**config.mk**
```make
export PLATFORM = sky130hd
export DESIGN_NAME = sc_ctrl_bank
export DESIGN_NICKNAME = d
export VERILOG_FILES = /design/src/rtl/sc_bank_pkg.sv /design/src/rtl/sc_flag_reg.sv /design/src/rtl/sc_readback.sv /design/src/rtl/sc_ctrl_bank.sv
export SDC_FILE = /design/constraint.sdc
export NUM_CORES = 1
export LEC_CHECK = 0
export ABC_AREA = 1
export BUFFER_PORTS_ARGS = -buffer_cell sky130_fd_sc_hd__buf_2
export CAP_MARGIN = 20
export CORE_MARGIN = 2
export CORE_UTILIZATION = 26
export CTS_CLUSTER_SIZE = 14
export DETAILED_ROUTE_END_ITERATION = 8
export HOLD_SLACK_MARGIN = 0.05
export MAX_ROUTING_LAYER = met4
export PLACE_DENSITY = 0.76
export SYNTH_ARGS = -nofsm -noshare
export SYNTH_HDL_FRONTEND = slang
export SYNTH_HIERARCHICAL = 1
export SYNTH_SLANG_ARGS = --single-unit
```
**constraint.sdc**
```tcl
create_clock -name clk -period 0.8 [get_ports clk]
set_input_delay 0.16 -clock clk [delete_from_list [all_inputs] [get_ports clk]]
set_output_delay 0.16 -clock clk [all_outputs]
set_load 0.02 [all_outputs]
```
**src/rtl/sc_bank_pkg.sv**
```systemverilog
package sc_bank_pkg;
    localparam int DATA_W = 32;
    localparam int MODE_W = 5;
    localparam int SRST_W = 1;
    localparam int CTRL_W = 2;
endpackage

```
**src/rtl/sc_flag_reg.sv**
```systemverilog
module sc_flag_reg #(
    parameter int W  = 2,
    parameter int DW = 32
) (
    input  logic          clk,
    input  logic          rst_n,
    input  logic          we,
    input  logic [DW-1:0] data,
    output logic [W-1:0]  q
);
    localparam int CLR_OFS = DW / 2;

    for (genvar b = 0; b < W; b++) begin : g_bit
        logic set_b;
        logic clr_b;
        assign set_b = data[b];
        assign clr_b = data[b + CLR_OFS];

        always_ff @(posedge clk) begin
            if (!rst_n) begin
                q[b] <= 1'b0;
            end else if (we) begin
                if (clr_b) begin
                    q[b] <= 1'b0;
                end else if (set_b) begin
                    q[b] <= 1'b1;
                end
            end
        end
    end
endmodule

```
**src/rtl/sc_readback.sv**
```systemverilog
module sc_readback #(
    parameter int W  = 2,
    parameter int DW = 32
) (
    input  logic [W-1:0]  flags,
    output logic [DW-1:0] rd
);
    always_comb begin
        rd        = '0;
        rd[W-1:0] = flags;
    end
endmodule

```
**src/rtl/sc_ctrl_bank.sv**
```systemverilog
module sc_ctrl_bank
    import sc_bank_pkg::*;
(
    input  logic              clk,
    input  logic              rst_n,
    input  logic [DATA_W-1:0] wr_data,
    input  logic              wr_mode,
    input  logic              wr_srst,
    input  logic              wr_ctrl,
    output logic [MODE_W-1:0] mode_flags,
    output logic              soft_rst,
    output logic [CTRL_W-1:0] ctrl_lines,
    output logic [DATA_W-1:0] rd_data
);
    logic [SRST_W-1:0] srst_q;

    sc_flag_reg #(.W(MODE_W), .DW(DATA_W)) u_mode (
        .clk(clk), .rst_n(rst_n), .we(wr_mode), .data(wr_data), .q(mode_flags)
    );

    sc_flag_reg #(.W(SRST_W), .DW(DATA_W)) u_srst (
        .clk(clk), .rst_n(rst_n), .we(wr_srst), .data(wr_data), .q(srst_q)
    );

    sc_flag_reg #(.W(CTRL_W), .DW(DATA_W)) u_ctrl (
        .clk(clk), .rst_n(rst_n), .we(wr_ctrl), .data(wr_data), .q(ctrl_lines)
    );

    sc_readback #(.W(CTRL_W), .DW(DATA_W)) u_rd (
        .flags(ctrl_lines), .rd(rd_data)
    );

    assign soft_rst = srst_q[0];
endmodule

```
### Yosys cells after proc, flatten, opt, wreduce, memory -nomap -nowiden

Index checks and enable logic that the tools add are counted.

| word-level totals | value |
|---|---|
| memories | 0 |
| ROM bits | 0 |
| output and inout bits | 40 |
| logic and storage cells | 31 |
| register bits after elaboration | 8 |
| memory bits (writable) | 0 |
| latch bits | 0 |
| input bits | 37 |

| cells by class | value |
|---|---|
| reductions and logical operators | 13 |
| magnitude comparators | 0 |
| $add $sub $neg | 0 |
| shift operators | 0 |
| mux-type cells | 10 |
| multipliers | 0 |
| bitwise logic cells | 0 |
| div/mod/pow operators | 0 |
| eq/ne operators | 0 |

Operators by type and width:

| operator | count |
|---|---|
| $reduce_and A2 Y1 | 8 |
| $mux W1 | 10 |
| $reduce_bool A2 Y1 | 5 |

### Logic depth before layout (Yosys ltp)

| depth | value |
|---|---|
| depth in word-level cells | 2 |
| gate-level depth with buffers | 4 |
| gate-level depth less buffers | 3 |

### Cells and area by module

The synthesis kept the hierarchy.

Modules (own cells, without submodules):

| module | area an instance (µm²) | instances | cells an instance | sequential area each (µm²) |
|---|---|---|---|---|
| sc_readback | 244.0 | 1 | 33 | 0.0 |
| sc_flag_reg (u_mode) | 192.7 | 1 | 26 | 100.1 |
| sc_flag_reg (u_ctrl) | 72.6 | 1 | 10 | 40.0 |
| sc_flag_reg (u_srst) | 36.3 | 1 | 5 | 20.0 |

### Least setup slack after synthesis

OpenSTA, ideal clock, no wires.

| timing path | value |
|---|---|
| kind | register -> output |
| start | reg u_ctrl.q[0] |
| end | out rd_data[0] |
| data required time | 0.640 ns |
| setup slack | 0.023 ns |
| data arrival time | 0.617 ns |
| path buffers | 1 |
| cell stages (with the launch flop) | 2 |
| path through | dfxtp_1 buf_4 |

RTL lines:

| item | line | source |
|---|---|---|
| from (decl) | sc_flag_reg.sv:9 | `output logic [W-1:0] q` |
| from (signal, indexed assignment) | sc_flag_reg.sv:21 | `q[b] <= 1'b0;` |
| from (signal, indexed assignment) | sc_flag_reg.sv:24 | `q[b] <= 1'b0;` |
| from (signal, indexed assignment) | sc_flag_reg.sv:26 | `q[b] <= 1'b1;` |
| to (decl) | sc_ctrl_bank.sv:13 | `output logic [DATA_W-1:0] rd_data` |

No word-level cell between the ends.

### Worst setup path after layout

| timing path | value |
|---|---|
| start | reg u_ctrl.q[0] |
| end | out rd_data[0] |

No word-level cell between the ends.

==> metrics.md <==
| Metric | Value |
|---|---|
| Synth top area share | `0.440` |
| FP Rows | `16` |
| Clock slew at reported path FFs | `60 ps` |
| Initial antenna violation count | `0` |
| Count of flip-flops with a built-in enable after synthesis | `0` |
| CORE AREA | `0.00196 sq mm` |
| Hold_ws | `149 ps` |
| Dpl cells | `121` |
| Total CTS buffers | `3` |
| Number of port buffers | `24` |
| Fraction of layout cells with a size suffix above 1 | `0.374` |
| Slowest stage delay, CP | `350 ps` |
| Starting Density | `0.278` |
| Gp weighted congestion | `0.725` |
| Max-capacitance violation count | `0` |
| Sequential cell area fraction in the yosys report | `0.294` |
| Critical Path RT | `640 ps` |
| Setup crit start | `u_ctrl/q[0]` |
| Crit path cell chain | `buf_6` |
| Root Driver | `clkbuf_4` |
| Crit path max fanout | `3` |
| Critical path capture point type | `output pin` |
| Global route overflow | `0` |
| Die area | `0.00248 sq mm` |
| Critical path type | `register to output pin` |
| Cell variety after synth | `7` |
| Die Y | `49.8 um` |
| CP startpoint kind | `register` |
| YS warnings | `6` |
| WL final | `962 um` |
| DP HPWL | `787 um` |
| Fillers | `217` |
| Final setup fails | `10` |
| LEAKAGE | `0.371 nW` |
| # clock sinks | `8` |
| Cell Area, Synth | `546 sq um` |
| Vias/cell | `3.47` |
| Commonest cells post-synth | `buf_4 (32), nand2_1 (16), a21oi_1 (8), dfxtp_1 (8), nor2_1 (8)` |
| Via count | `437` |
| Unrepaired setup endpoints after global routing | `yes` |
| Largest net degree at the start of global routing | `11` |
| Async SR Flop Fraction | `0` |
| Maximum VDD drop | `0.687 mV` |
| I/O pin count | `77` |
| Post-synth top flop | `dfxtp_1` |
| Antenna Nets Post-Route | `0` |
| Slew Limit Fails | `0` |
| Crit path buf inv count | `1` |
| CTS tree | `done` |
| Hold crit path type | `input pin to register` |
| Failing checks | `negative setup slack` |
| Post-synthesis compound-gate area fraction | `0.0734` |
| Power density over cell area | `1630 mW/mm^2` |
| Fin util | `0.336` |
| Wirelength per Cell | `7.63 um` |
| Clk buf depth | `2` |
| Crit-path leading delay family | `flip-flops` |
| Cell type with the largest total area after synthesis | `buf_4` |
| Initial DRC count | `0` |
| Simple-Gate Fraction of Synth Area | `0.165` |
| Yosys reg bits | `8` |
| Critical path's slowest cell | `dfxtp_2` |
| Min setup slack post-route | `-81.8 ps` |
| Mean Syn Cell Area | `7.37 sq um` |
| NumNets Final | `138` |
| Final cell count without fillers | `126` |
| Achievable Freq | `1130 MHz` |
| Min Tclk post-route | `882 ps` |
| ANT cells | `0` |
| Global Route Usage Sum | `0.0907` |
| Vias in the first global route | `402` |
| R2R Path Start | `u_srst/q` |
| # H-tree levels | `1` |
| First-pass GRT wire length | `1630 um` |
| Final hold vios | `0` |
| Multiplexer share of the synthesized area | `0` |
| Synth area leaders | `buf_4 (44%), dfxtp_1 (29%), nand2_1 (11%)` |
| Skew final | `0 ps` |
| Router iterations before antenna repair | `1` |
| Synth Area in XOR/XNOR | `0` |
| Hold path startpoint | `wr_data[3]` |
| Largest family of logic cells by synthesized area | `buffers and inverters` |
| Area grow syn2layout | `20.9%` |
| Clock Latency Late Sink | `250 ps` |
| Most frequent cell after synthesis | `buf_4` |
| Critical Path AT | `720 ps` |
| Die Width | `49.8 um` |
| Status | `complete, but fails checks` |
| Adder-cell share of the synthesized area | `0` |
| Crit share post-route | `1.10` |
| Remaining DRCs | `0` |
| Synthesized instance count | `74` |
routing by layer:
layer	GRT usage	share of wire	routed length, um
met1	0.0819	0.32	312
met2	0.171	0.59	569
met3	0.0182	0.083	80
met4	0.0556	0	0
met5	-	0	0
worst min-delay path: stages:
cell,delay (ps)
buf_2,80
a21oi_1,60
nor2_1,70
cell families after synthesis:
logic type | count (synthesis)
other | 1
buffers and inverters | 33
DFF | 8
AOI/OAI and AO/OA | 8
and+or+nand+nor | 24
flip-flops by register name, summed over array words and instances, names as in the netlist:
register  flops
u_ctrl/q      2
u_mode/q      5
u_srst/q      1
timing repair:
| item | 4_1_cts | 5_1_grt |
|---|---|---|
| buffers inserted | 2 | 0 |
| hold buffers | 0 | 0 |
| endpoints found under the setup margin | 10 | 10 |
| pin swaps | 0 | 0 |
| resized for setup | 26 | 0 |
final timing paths:
path | endpoint | slack [ps] | depth (start not counted)
hold / removal | u_mode/q[3] | 150 | 3
setup reg to reg | u_srst/q | 80 | 3
hold reg to reg | u_mode/q[0] | 470 | 2
setup / recovery | rd_data[0] | -80 | 1
layout by cell type (no fill, tap or decap):
cell      count
a21oi_1       8
buf_2        14
buf_4         4
buf_6         8
clkbuf_4      3
conb_1       30
dfxtp_2       8
nand2_1      16
nor2_1        8
through the flow:
| step | area (sq um) | power [mW] | setup WS, ps | TNS, ps |
|---|---|---|---|---|
| floorplan | 654 | 0.772 | 23.1 | 0 |
| global placement | 557 | 0.720 | 146 | 0 |
| detailed placement | 557 | 0.726 | 143 | 0 |
| CTS | 659 | 1.09 | -93.8 | -727 |
| global route | 659 | 1.15 | -120 | -984 |
| finish | 659 | 1.07 | -81.8 | -620 |
final cells by class:
type                    instances  area, sq um  area share
flip-flops and latches          8          170       0.258
repair buffers                 26          190       0.288
well taps                      27         33.8      0.0512
clock buffers                   3         22.5      0.0342
multi-input cells              62          243       0.368
power by group:
part / internal (mW) / total, mW / switching [mW]
Clock: 0.171 / 0.304 / 0.133
Combinational: 0.101 / 0.325 / 0.223
Sequential: 0.426 / 0.443 / 0.0167
Total: 0.699 / 1.07 / 0.373
No activity file was read; power rests on OpenSTA's default activity.
